## config.mk

```make
export PLATFORM = sky130hd
export DESIGN_NAME = mna_alu
export DESIGN_NICKNAME = d
export VERILOG_FILES = /design/src/rtl/mna_alu_pkg.sv /design/src/rtl/mna_gate_mux.sv /design/src/rtl/mna_alu_ctrl.sv /design/src/rtl/mna_alu_dp.sv /design/src/rtl/mna_alu.sv
export SDC_FILE = /design/constraint.sdc
export NUM_CORES = 1
export LEC_CHECK = 0
export BUFFER_PORTS_ARGS = -buffer_cell sky130_fd_sc_hd__buf_4
export CAP_MARGIN = 10
export CORE_AREA = 4 4 41 43
export DETAILED_ROUTE_END_ITERATION = 12
export DIE_AREA = 0 0 45 47
export GPL_ROUTABILITY_DRIVEN = 1
export GPL_TIMING_DRIVEN = 0
export SLEW_MARGIN = 20
export SYNTH_ARGS = -nofsm -noshare
export SYNTH_HDL_FRONTEND = slang
export SYNTH_HIERARCHICAL = 1
export SYNTH_SLANG_ARGS = --single-unit
```

## constraint.sdc

```tcl
create_clock -name vclk -period 3.7
set_clock_uncertainty 0.05 [all_clocks]
set_input_delay 1.11 -clock vclk [all_inputs]
set_output_delay 1.11 -clock vclk [all_outputs]
set_load 0.03 [all_outputs]
```

## src/rtl/mna_alu_pkg.sv

```systemverilog
package mna_alu_pkg;
  // Strobes from the control module to the datapath
  typedef struct packed {
    logic pickSum;   // result mux select
    logic opDis;     // operand mux disable
    logic opInv;     // operand mux select (complement)
    logic carryIn;   // adder carry input
  } aluStrobes_t;

  localparam int CODE_W = 4;
endpackage

```

## src/rtl/mna_gate_mux.sv

```systemverilog
module mna_gate_mux #(
  parameter int WIDTH = 4
) (
  input  logic             selIn,
  input  logic             disIn,
  input  logic [WIDTH-1:0] in0,
  input  logic [WIDTH-1:0] in1,
  output logic [WIDTH-1:0] muxOut
);
  always_comb begin
    if (disIn) muxOut = '0;
    else       muxOut = selIn ? in1 : in0;
  end
endmodule

```

## src/rtl/mna_alu_ctrl.sv

```systemverilog
module mna_alu_ctrl
  import mna_alu_pkg::*;
(
  input  logic [CODE_W-1:0] opCode,
  output aluStrobes_t       strobes
);
  // fixed bit order of the code, most significant first
  always_comb begin
    strobes.pickSum = opCode[3];
    strobes.opDis   = opCode[2];
    strobes.opInv   = opCode[1];
    strobes.carryIn = opCode[0];
  end
endmodule

```

## src/rtl/mna_alu_dp.sv

```systemverilog
module mna_alu_dp
  import mna_alu_pkg::*;
#(
  parameter int WIDTH = 4
) (
  input  logic [WIDTH-1:0] opA,
  input  logic [WIDTH-1:0] opB,
  input  aluStrobes_t      strobes,
  output logic [WIDTH-1:0] result,
  output logic             carryOut
);
  localparam int SUM_W = WIDTH + 1;

  logic [WIDTH-1:0] prepB;
  logic [WIDTH-1:0] nandOut;
  logic [SUM_W-1:0] total;

  mna_gate_mux #(.WIDTH(WIDTH)) operandMux (
    .selIn (strobes.opInv),
    .disIn (strobes.opDis),
    .in0   (opB),
    .in1   (~opB),
    .muxOut(prepB)
  );

  always_comb begin
    total   = {1'b0, opA} + {1'b0, prepB} + {{WIDTH{1'b0}}, strobes.carryIn};
    nandOut = ~(opA & prepB);
  end

  mna_gate_mux #(.WIDTH(WIDTH)) resultMux (
    .selIn (strobes.pickSum),
    .disIn (1'b0),
    .in0   (nandOut),
    .in1   (total[WIDTH-1:0]),
    .muxOut(result)
  );

  assign carryOut = total[WIDTH];

  // Assertions beside the datapath they guard
  always_comb begin
    if (strobes.opDis && !strobes.pickSum)
      assert_nand_ones_R3: assert (result == {WIDTH{1'b1}})
        else $error("disabled operand NAND not all ones");
    if (strobes.opDis)
      assert_dis_sum_R3: assert (total == ({1'b0, opA} + {{WIDTH{1'b0}}, strobes.carryIn}))
        else $error("disabled operand did not reach adder as zero");
    if (strobes.opDis && !strobes.carryIn && strobes.pickSum)
      assert_pass_R6: assert (result == opA && !carryOut)
        else $error("pass code wrong");
    if (!strobes.opDis && strobes.opInv && strobes.carryIn && strobes.pickSum)
      assert_sub_R8: assert (result == opA - opB && carryOut == (opA >= opB))
        else $error("subtract code wrong");
  end
endmodule

```

## src/rtl/mna_alu.sv

```systemverilog
module mna_alu
  import mna_alu_pkg::*;
#(
  parameter int WIDTH = 4
) (
  input  logic [WIDTH-1:0]  opA,
  input  logic [WIDTH-1:0]  opB,
  input  logic [CODE_W-1:0] opCode,
  output logic [WIDTH-1:0]  result,
  output logic              carryOut
);
  aluStrobes_t strobes;

  mna_alu_ctrl ctrl_i (
    .opCode (opCode),
    .strobes(strobes)
  );

  mna_alu_dp #(.WIDTH(WIDTH)) dp_i (
    .opA     (opA),
    .opB     (opB),
    .strobes (strobes),
    .result  (result),
    .carryOut(carryOut)
  );
endmodule

```

==> Word level (Yosys, flattened, before mapping) <==
Cells that the tools add are included.
{ "word_totals": {"ff_bits": 0, "inputBits": 12, "out_inout_bits": 5, "wordCells": 8} }
{ "op_classes": {"add_sub_neg": 2, "mux": 3, "n_bitwise": 3} }
{ "op_table": {"columns": ["operator", "n"], "rows": [
  ["4-bit 2-to-1 mux", 3],
  ["4-bit inverter", 2],
  ["4-bit by 4-bit adder with 5-bit output", 1],
  ["5-bit by 1-bit adder with 5-bit output", 1],
  ["4-bit bitwise AND", 1]
]} }

==> Depth between registers and ports, before layout <==
{ "depth": {"ltp_word": 6, "mapped_depth": 11, "depth_no_buf": 10} }

==> By module <==
Netlist, hierarchy kept.
{ "by_module_without_submodules": {"columns": ["mod", "instances", "cells_each", "area_per_inst_um2", "seq_area_each_um2"], "rows": [
  ["mna_alu_dp", 1, 28, 193.9, 0.0],
  ["mna_gate_mux", 2, 9, 60.1, 0.0],
  ["mna_alu_ctrl", 1, 4, 30.0, 0.0]
]} }

==> Least setup slack after synthesis <==
OpenSTA, ideal clock, no wires.
{ "synth_timing": {"path_type": "input -> output", "from": "in opCode[1]", "to": "out carryOut", "arrival_ns": 3.014, "required_time_ns": 2.540, "path_slack_ns": -0.474, "stages": 10, "path_buffers": 2, "path_cell_list": "buf_4 clkbuf_2 mux2i_1 nor2_1 inv_1 fa_1 inv_1 fa_1 a21oi_1 o21ai_0"} }
{ "synth_via": {"elab_chain_len": 4} }
{ "synth_lines": {"columns": ["item", "line", "source"], "rows": [
  ["from (decl)", "mna_alu.sv:8", "input logic [CODE_W-1:0] opCode,"],
  ["4-bit 2-to-1 mux", "mna_gate_mux.sv:12", "else muxOut = selIn ? in1 : in0;"],
  ["4-bit 2-to-1 mux", "mna_gate_mux.sv:11", "if (disIn) muxOut = '0;"],
  ["via dp_i.prepB[0]", "mna_alu_dp.sv:14", "logic [WIDTH-1:0] prepB;"],
  ["4-bit by 4-bit adder with 5-bit output", "mna_alu_dp.sv:27", "total = {1'b0, opA} + {1'b0, prepB} + {{WIDTH{1'b0}}, strobes.carryIn};"],
  ["5-bit by 1-bit adder with 5-bit output", "mna_alu_dp.sv:27", null],
  ["to (decl)", "mna_alu.sv:10", "output logic carryOut"]
]} }
The timed path passes the listed nets, and every way through them passes these cells.

==> Worst setup path after layout <==
{ "layout_timing": {"from": "in opCode[1]", "to": "out result[1]"} }
{ "layout_via": {"elab_chain_len": 5, "elab_cells_between_ends": 7, "classes_between": "add/sub: 2; mux: 3; bitwise: 2"} }
{ "layout_lines": {"columns": ["item", "line", "source"], "rows": [
  ["4-bit 2-to-1 mux", "mna_gate_mux.sv:12", null],
  ["4-bit 2-to-1 mux", "mna_gate_mux.sv:11", null],
  ["via dp_i.prepB[0]", "mna_alu_dp.sv:14", null],
  ["4-bit by 4-bit adder with 5-bit output", "mna_alu_dp.sv:27", null],
  ["5-bit by 1-bit adder with 5-bit output", "mna_alu_dp.sv:27", null],
  ["via dp_i.total[1]", "mna_alu_dp.sv:16", "logic [SUM_W-1:0] total;"],
  ["4-bit 2-to-1 mux", "mna_gate_mux.sv:12", null],
  ["to (decl)", "mna_alu.sv:9", "output logic [WIDTH-1:0] result,"]
]} }
The timed path passes the listed nets, and every way through them passes these cells.

==> results_dict.tcl <==
set metrics [dict create \
    syn_to_final_growth_pct 66.2 \
    ant_nets 0 \
    vias 327 \
    core_area_mm2 0.00130 \
    chipWidth_um 45 \
    yosysWarnings 6 \
    violations "negative setup slack" \
    dr.pass1.iters 1 \
    rows 13 \
    final_cell_mix "buf_4, inv_1, mux2i_1" \
    synth_area_leaders "mux2i_1, inv_1, ha_1, fa_1, buf_4" \
    p_leak_nw 0.318 \
    outcome "complete, but fails checks" \
    portBuffers 13 \
    fmax_ghz 0.260 \
    seq_cell_count 0 \
    worst_slack_ns -0.143 \
    power_density_mw_per_mm2 156 \
    yosysSeqAreaShare 0 \
    crit_fanout 2 \
    grt_remaining_overflow 0 \
    initialDrtViolationCount 0 \
    final_util 0.439 \
    final_max_slew_viol_count 0 \
    hp-start "opA[3]" \
    layout_worst_path_cycle_share 1.04 \
    synth.largest_area_cell "mux2i_1" \
    swShare 0.481 \
    final_common_cell "buf_4" \
    crit_path_end_kind "primary output" \
    power.internal_w 0.0000462 \
    power_frac_seq 0 \
    hold_class "input port to primary output" \
    grt_max_degree 5 \
    synth_area_um2 344 \
    hold_end "carryOut" \
    maxCapViolations 0 \
    dp_cells 81 \
    post-dp-hpwl_um 535 \
    die_h_um 47 \
    hold_viol 0 \
    start_util 0.264 \
    synth.avg_cell_area_um2 6.88 \
    dieArea_mm2 0.00212 \
    fill_cells 132 \
    wl_um 591 \
    grt_pass1_vias 292 \
    synth_top_cell_area_share 0.233 \
    grt_pass1_wl_um 966 \
    setup_viol 2 \
    p_sw_w 0.0000427 \
    clock_power_share 0 \
    critPathArrivalTime_ns 2.68 \
    holdBufCountCts 0 \
    antenna_found_initial 0 \
    place_area_um2 485 \
    drc 0 \
    stdcell_count 85 \
    register_area_um2 0 \
    clkbuf_count 0 \
    synth.distinct_cells 15 \
    vias_per_cell 3.85 \
    grt_usage 0.0568 \
    rsz0062_at_grt "yes" \
    multi_input_area_um2 304 \
    synthCells 50 \
    drive_gt1_frac 0.529 \
    ir_drop_mv 0.0613 \
    gp_congestion 0.726 \
    required_ns 2.54 \
    ioPinCount 17 \
    routedWlPerCell_um 6.95 \
    crit_type "input port to primary output" \
    final_nets 90 \
    period_minus_slack_ns 3.84 \
    holdPathStages 5 \
    design_area_um2 572 \
    power_frac_comb 1.000 \
    cp-start-kind "input port" \
    antennaDiodeCount 0 \
]
## critical path: stages
cell     delay [ns]
buf_8          0.09
mux2i_1        0.10
nor2_1         0.13
inv_1          0.07
fa_2           0.34
inv_2          0.07
fa_2           0.42
mux2i_2        0.16
nor2_2         0.05
buf_6          0.13
## Yosys cell counts
cell type / n
o21ai_0: 1
xor2_1: 1
nor2_1: 8
ha_1: 4
a21oi_2: 1
a21oi_1: 1
xnor2_1: 1
conb_1: 1
buf_4: 4
nand2_1: 1
mux2i_1: 8
inv_1: 14
fa_1: 2
clkbuf_2: 2
nand3b_1: 1
## logic make-up after synthesis
kind of cell	Yosys count	synth area share
other	1	0.0109
AOI/OAI and AO/OA	3	0.0545
muxes	8	0.233
adders and majority gates	6	0.262
buffers and inverters	20	0.269
xor gates and xnor gates	2	0.0509
and+or+nand+nor	10	0.120
## power groups by stage
stage                     sequential [W]  clock (W)  combinational, W
after floorplan                        0          0         0.0000526
final                                  0          0         0.0000889
after global routing                   0          0         0.0000986
after CTS                              0          0         0.0000832
after global placement                 0          0         0.0000728
after detailed placement               0          0         0.0000738
## how the worst max path moves through the flow
| stage | slack [ns] | start | end | depth (start not counted) |
|---|---|---|---|---|
| 2_1_floorplan | -0.10 | opCode[1] | carryOut | 10 |
| 3_3_place_gp | -0.39 | opCode[1] | result[1] | 11 |
| 3_5_place_dp | -0.40 | opCode[1] | result[1] | 11 |
| 4_1_cts | -0.19 | opCode[1] | result[1] | 10 |
| 5_1_grt | -0.25 | opCode[1] | result[1] | 10 |
| 6_report | -0.14 | opCode[1] | result[1] | 10 |
## timing repair
item                       CTS  global route
setup buffers                4             1
gates cloned                 0             0
setup endpoints to repair    5             5
pin swaps                    7             4
resized for setup           11             4
## cell type report
| type | count | share of cell area |
|---|---|---|
| plain buffers | 5 | 0.0744 |
| multi-input cells | 33 | 0.532 |
| inverters | 14 | 0.0919 |
| repair buffers | 18 | 0.269 |
| well taps | 15 | 0.0328 |
## routing by layer
| metal | vias to the layer above | part of all wire | wire [um] | global-route usage |
|---|---|---|---|---|
| li1 | 180 | - | - | - |
| met1 | 137 | 0.39 | 229 | 0.0544 |
| met2 | 10 | 0.54 | 318 | 0.136 |
| met3 | 0 | 0.074 | 44 | 0 |
| met4 | 0 | 0 | 0 | 0 |
| met5 | - | 0 | 0 | 0 |
## through the flow
step | hold WS, ns | TNS (ns) | total power [W] | setup slack [ns]
global route | 2.63 | -0.612 | 0.0000986 | -0.250
finish | 2.61 | -0.240 | 0.0000889 | -0.143
detailed placement | 2.63 | -1.18 | 0.0000738 | -0.399
CTS | 2.63 | -0.359 | 0.0000832 | -0.190
floorplan | 2.48 | -0.103 | 0.0000526 | -0.103
global placement | 2.62 | -1.12 | 0.0000728 | -0.393
Note: power is estimated with default switching activity, not from simulation.
